**src/rtl/mpb_pkg.sv**
```systemverilog
package mpb_pkg;
   typedef enum logic {
      MPB_IDLE = 1'b0,
      MPB_RUN  = 1'b1
   } mpb_state_e;

   localparam int unsigned MPB_SLOTS      = 4;
   localparam int unsigned MPB_HALVES     = 2;
   localparam int unsigned MPB_WORD_BYTES = 4;
   localparam int unsigned MPB_ALIGN_BITS = 4;
endpackage

```
**src/rtl/mpb_hold.sv**
```systemverilog
module mpb_hold
   import mpb_pkg::*;
#(
   parameter int unsigned DW             = 32,
   parameter bit          CLEAR_ON_RESET = 1'b1
) (
   input  logic          clk,
   input  logic          rst_n,
   input  logic          wr_en,
   input  logic [1:0]    wr_sel,
   input  logic [DW-1:0] wr_data,
   input  logic [1:0]    rd_sel,
   input  logic [1:0]    clr_half,
   output logic [DW-1:0] rd_data,
   output logic [1:0]    pend
);
   logic [DW-1:0] slot_w [MPB_SLOTS];

   for (genvar h = 0; h < MPB_HALVES; h++) begin : g_half
      logic hit;
      logic pend_q;

      // a half under pending status refuses writes
      assign hit = wr_en && (wr_sel[1] == 1'(h)) && !pend_q;

      always_ff @(posedge clk or negedge rst_n) begin
         if (!rst_n)               pend_q <= 1'b0;
         else if (clr_half[h])     pend_q <= 1'b0;
         else if (hit && wr_sel[0]) pend_q <= 1'b1;
      end

      assign pend[h] = pend_q;

      for (genvar w = 0; w < 2; w++) begin : g_word
         logic [DW-1:0] word_q;
         logic          load;

         assign load = hit && (wr_sel[0] == 1'(w));

         if (CLEAR_ON_RESET) begin : g_rst
            always_ff @(posedge clk or negedge rst_n) begin
               if (!rst_n)    word_q <= '0;
               else if (load) word_q <= wr_data;
            end
         end else begin : g_nrst
            always_ff @(posedge clk) begin
               if (load) word_q <= wr_data;
            end
         end

         assign slot_w[2*h+w] = word_q;
      end
   end

   assign rd_data = slot_w[rd_sel];
endmodule

```
**src/rtl/mpb_seq.sv**
```systemverilog
module mpb_seq
   import mpb_pkg::*;
#(
   parameter int unsigned AW         = 22,
   parameter int unsigned MAX_WORDS  = 64,
   parameter int unsigned PAGE_BYTES = 2048
) (
   input  logic          clk,
   input  logic          rst_n,
   input  logic          start,
   input  logic [AW-1:0] start_addr,
   input  logic [1:0]    pend,
   input  logic          fl_ack,
   input  logic          fl_idle,
   output logic          run,
   output logic [1:0]    slot,
   output logic [AW-1:0] addr,
   output logic [1:0]    clr_half,
   output logic          isp_busy,
   output logic          fail
);
   localparam int unsigned CNT_W    = $clog2(MAX_WORDS);
   localparam int unsigned PAGE_LSB = $clog2(PAGE_BYTES);

   mpb_state_e    state_q;
   logic [1:0]    slot_q;
   logic [AW-1:0] addr_q;
   logic [CNT_W-1:0] cnt_q;
   logic          isp_q;
   logic          fail_q;

   logic          accept, aligned, ack;
   logic [AW-1:0] next_addr;
   logic          page_end, cnt_last, starve, finish;

   assign accept    = start && !isp_q;
   assign aligned   = (start_addr[MPB_ALIGN_BITS-1:0] == '0);
   assign ack       = (state_q == MPB_RUN) && fl_ack;
   assign next_addr = addr_q + AW'(MPB_WORD_BYTES);
   assign page_end  = (next_addr[PAGE_LSB-1:0] == '0);
   assign cnt_last  = (cnt_q == CNT_W'(MAX_WORDS - 1));
   // completing a half while the other half is still empty
   assign starve    = slot_q[0] && !pend[~slot_q[1]];
   assign finish    = cnt_last || page_end || starve;

   for (genvar h = 0; h < MPB_HALVES; h++) begin : g_clr
      assign clr_half[h] = ack && slot_q[0] && (slot_q[1] == 1'(h));
   end

   always_ff @(posedge clk or negedge rst_n) begin
      if (!rst_n) begin
         state_q <= MPB_IDLE;
         slot_q  <= '0;
         addr_q  <= '0;
         cnt_q   <= '0;
         isp_q   <= 1'b0;
         fail_q  <= 1'b0;
      end else if (accept) begin
         if (aligned) begin
            fail_q <= 1'b0;
            addr_q <= start_addr;
            slot_q <= '0;
            cnt_q  <= '0;
            if (pend[0]) begin
               state_q <= MPB_RUN;
               isp_q   <= 1'b1;
            end
         end else begin
            fail_q <= 1'b1;
         end
      end else begin
         if (ack) begin
            addr_q <= next_addr;
            slot_q <= slot_q + 2'd1;
            cnt_q  <= cnt_q + CNT_W'(1);
            if (finish) state_q <= MPB_IDLE;
         end
         if (isp_q && (state_q == MPB_IDLE) && fl_idle) isp_q <= 1'b0;
      end
   end

   assign run      = (state_q == MPB_RUN);
   assign slot     = slot_q;
   assign addr     = addr_q;
   assign isp_busy = isp_q;
   assign fail     = fail_q;
endmodule

```
**src/rtl/mpb_burst_prog.sv**
```systemverilog
module mpb_burst_prog
   import mpb_pkg::*;
#(
   parameter int unsigned DW             = 32,
   parameter int unsigned AW             = 22,
   parameter int unsigned MAX_WORDS      = 64,
   parameter int unsigned PAGE_BYTES     = 2048,
   parameter bit          CLEAR_ON_RESET = 1'b1
) (
   input  logic          clk,
   input  logic          rst_n,
   input  logic          start,
   input  logic [AW-1:0] start_addr,
   input  logic          wr_en,
   input  logic [1:0]    wr_sel,
   input  logic [DW-1:0] wr_data,
   output logic          fl_req,
   output logic [AW-1:0] fl_addr,
   output logic [DW-1:0] fl_data,
   input  logic          fl_ack,
   input  logic          fl_idle,
   output logic          mp_busy,
   output logic          isp_busy,
   output logic          fail,
   output logic [1:0]    pend_lo,
   output logic [1:0]    pend_hi,
   output logic [AW-1:0] prog_addr
);
   localparam int unsigned PAGE_LSB = $clog2(PAGE_BYTES);

   if (MAX_WORDS < MPB_SLOTS || (MAX_WORDS % MPB_SLOTS) != 0) begin : g_bad_words
      $error("MAX_WORDS must be a nonzero multiple of four");
   end
   if ((1 << PAGE_LSB) != PAGE_BYTES || PAGE_BYTES < 16) begin : g_bad_page
      $error("PAGE_BYTES must be a power of two of at least 16");
   end
   if (PAGE_LSB > AW) begin : g_bad_aw
      $error("AW too narrow for one page");
   end
   if (DW < 8) begin : g_bad_dw
      $error("DW too narrow");
   end

   logic [1:0]    pend;
   logic [1:0]    clr_half;
   logic [1:0]    slot;
   logic          run;
   logic [AW-1:0] addr;
   logic [DW-1:0] rd_data;

   mpb_hold #(
      .DW             (DW),
      .CLEAR_ON_RESET (CLEAR_ON_RESET)
   ) u_hold (
      .clk      (clk),
      .rst_n    (rst_n),
      .wr_en    (wr_en),
      .wr_sel   (wr_sel),
      .wr_data  (wr_data),
      .rd_sel   (slot),
      .clr_half (clr_half),
      .rd_data  (rd_data),
      .pend     (pend)
   );

   mpb_seq #(
      .AW         (AW),
      .MAX_WORDS  (MAX_WORDS),
      .PAGE_BYTES (PAGE_BYTES)
   ) u_seq (
      .clk        (clk),
      .rst_n      (rst_n),
      .start      (start),
      .start_addr (start_addr),
      .pend       (pend),
      .fl_ack     (fl_ack),
      .fl_idle    (fl_idle),
      .run        (run),
      .slot       (slot),
      .addr       (addr),
      .clr_half   (clr_half),
      .isp_busy   (isp_busy),
      .fail       (fail)
   );

   assign fl_req    = run;
   assign fl_addr   = addr;
   assign fl_data   = rd_data;
   assign mp_busy   = run;
   assign prog_addr = addr;
   assign pend_lo   = {2{pend[0]}};
   assign pend_hi   = {2{pend[1]}};
endmodule

```
**config.mk**
```make
export PLATFORM = sky130hd
export DESIGN_NAME = mpb_burst_prog
export DESIGN_NICKNAME = d
export VERILOG_FILES = /design/src/rtl/mpb_pkg.sv /design/src/rtl/mpb_hold.sv /design/src/rtl/mpb_seq.sv /design/src/rtl/mpb_burst_prog.sv
export SDC_FILE = /design/constraint.sdc
export NUM_CORES = 1
export LEC_CHECK = 0
export ABC_AREA = 1
export CORE_ASPECT_RATIO = 0.9
export CORE_MARGIN = 10
export CORE_UTILIZATION = 53
export DETAILED_ROUTE_END_ITERATION = 8
export GPL_ROUTABILITY_DRIVEN = 1
export GPL_TIMING_DRIVEN = 0
export PLACE_DENSITY = 0.86
export SYNTH_ARGS = -nofsm -noshare
export SYNTH_HDL_FRONTEND = slang
export SYNTH_SLANG_ARGS = --single-unit
```
**constraint.sdc**
```tcl
create_clock -name clk -period 2.1 [get_ports clk]
set_input_delay 0.315 -clock clk [delete_from_list [all_inputs] [get_ports clk]]
set_output_delay 0.315 -clock clk [all_outputs]
set_load 0.03 [all_outputs]
```
==> metrics <==
clock slew at reported path FFs=0.07 ns; RSZ-0062 raised after global routing=true; number of global-route vias before repair=7280; final setup violation count=2; synth warn=0; Max Used Layer=met4; diodes inserted=0; nets=1179; Root Buffer=clkbuf_16; CP required=1.78 ns; Combinational Power Share=50.7%; failing checks=setup timing; die height=135 microns; gr usage total=23.2%; Die Outline Area=0.0199 sq mm; PwrDens=1800 mW/mm^2; Syn Inst Count=946; layout cells sized above 1=13.3%; Final Util=72.3%; critical path launch point type=register; sequential share of power=31.2%; Psw=8.16 mW; GP Congestion=0.913; initial drt markers=914; die extent in x=148 microns; Initial Util=54.8%; pins over their slew limit=0; Slew HR=57.9%; synth top area cells=dfrtp_1 53%, o21ai_0 12%, nand2_1 9.1%, nor2_1 4.9%, o22ai_1 3.1%; skew final=0.00637 ns; Hold Crit Class=in -> async; Post-synth EDFFs=0; wire per inst=18.1 microns; final hold vios=0; most common cell after layout, fill and taps aside=nand2_1; P_int=10.3 mW; Worst Path Max Fanout=10; Worst-Skew Late Latency=0.44 ns; CTS tree=yes; CTS buffer count=17; Clock Sink Count=163; Arrival @ worst endpoint=1.79 ns; WHS=0.440 ns; DRC viols=0; Yosys reg bits=163; Primary FF master, synth=dfrtp_1; Placed Area=0.00948 sq mm; status=finished, violations left; Yosys top cell area share=52.6%; MaxCap Viol Count=0; Routed Wire Length=23900 microns; routed wl met3=2110 microns; Syn Area/Cell=8.20 sq um; Via Count=7566; core outline area=0.0142 sq mm; VDD IR max=0.00118 V; Placed Cells=1285; worst slew pin tran=0.631 ns; post-synthesis sequential area ratio=52.6%; Mapped Area=0.00776 sq mm; detailed placement HPWL=15800 microns; setup tns final=-0.0164 ns; M1 wire length=10000 microns; Leakage=4.83 nW; asr flop ratio synth=100%; Final Critical Period=2.11 ns; clk buf depth=2; CP max stage cell=dfrtp_1; antenna violations before repair=0; fmax=474 MHz; total grt overflow=0; largest net degree at the start of global routing=85; global-route wire length before repair=37600 microns; crit-path max cell delay=0.39 ns; Synth cell types=36; Tcrit/Tclk final=100%; worst-path cell chain=buf_6, clkinv_8, buf_12, o21ai_0, o22ai_2, buf_4; ANT nets after route=0; switch share=44.3%; setup ws final=-0.00951 ns; Initial DRT Pass Iterations=5; syn nets=1010; Cell Count, Final, Fillers Out=1321; synthesis-to-finish area growth=32.0%; Buffers on Ports=145; total power=18.4 mW; Vias/cell=5.73; commonest non-fill, non-tap cells in the layout=189 x nand2_1, 175 x o21ai_0, 160 x dfrtp_1; WL met2=11400 microns; floorplan row count=41; dpl ws=-0.532 ns; Crit. End Element=output port; num ports=146; WS Path Type=reg -> out; H-tree depth=4; area leader, netlist=dfrtp_1; final instance area=0.0102 sq mm; clock power share=18.1%
-- critical path, delay by kind of cell, from the launching register on --
kind / cells / cell delay, ns
DFF: 1 / 0.39
buffers and inverters: 4 / 0.61
AOI/OAI and AO/OA: 2 / 0.37
-- what timing repair did --
action / 4_1_cts / 5_1_grt
setup buffers: 0 / 3
hold buffers: 1 / 0
pin swaps: 5 / 7
setup endpoints to repair: 32 / 35
resized for setup: 220 / 47
hold endpoints to repair: 83 / 0
gates cloned: 0 / 2
-- layout make-up --
class                   instances  area (sq um)
well taps                     193           241
repair buffers                152          1470
plain buffers                  79           513
multi-input cells             632          3030
flip-flops and latches        163          4080
fillers                      1061          3920
inverters                      70           278
clock inverters                14           198
clock buffers                  18           429
-- registers in the layout, summed over array words and instances (netlist names) --
signal,flops
u_seq.cnt_q,6
u_hold.g_half.pend_q,2
u_seq.isp_busy,1
u_seq.fail,1
u_seq.addr,22
u_seq.run,1
u_seq.slot,2
u_hold.g_half.g_word.word_q,128
-- cells in the mapped netlist, types with 3 or more instances --
library cell / number
inv_2: 7
o31ai_1: 3
nand2_1: 189
dfrtp_1: 163
o21ai_0: 186
nor2_1: 102
nor2_4: 4
nand4_1: 7
clkbuf_1: 44
buf_4: 29
o22ai_1: 39
buf_2: 6
inv_1: 63
nand3_1: 22
o21ai_1: 31
o211ai_1: 3
nor3_1: 6
xor2_1: 4
a21oi_1: 15
-- power groups by stage --
| stage | Combinational [mW] | Clock [mW] | Sequential, mW |
|---|---|---|---|
| after CTS | 9.00 | 3.32 | 5.67 |
| after floorplan | 5.32 | 0 | 5.84 |
| final | 9.35 | 3.33 | 5.75 |
| after global routing | 10.1 | 3.47 | 5.90 |
| after global placement | 8.90 | 0 | 5.60 |
| after detailed placement | 9.08 | 0 | 5.67 |
-- worst paths after layout --
kind / from / end / slack, ns / depth (start not counted)
setup reg to reg: u_seq.addr[2] / u_seq.run / 0.21 / 12
hold reg to reg: u_hold.g_half[0].g_word[1].word_q[24] / u_hold.g_half[0].g_word[1].word_q[24] / 0.48 / 2
hold / removal: rst_n / u_hold.g_half[1].g_word[1].word_q[18] / 0.44 / 2
setup / recovery: u_seq.slot[0] / fl_data[2] / -0.01 / 6
min in group clk: fl_idle / u_seq.isp_busy / 0.46 / 2
max in group asynchronous: rst_n / u_seq.addr[14] / 0.83 / 3
-- cell families after synthesis --
logic type / after synthesis / synth area share [%]
compound gates: 284 / 19.4
xor+xnor: 5 / 0.564
flops: 163 / 52.6
fa+ha+maj: 2 / 0.323
simple gates: 341 / 18.3
buf+inv: 151 / 8.81
-- layer usage --
metal	global-route usage (%)	up-vias
li1	-	3456
met1	29.9	3652
met2	37.8	424
met3	6.21	34
met4	6.55	0
met5	0	-
Note: power is estimated with default switching activity, not from simulation.
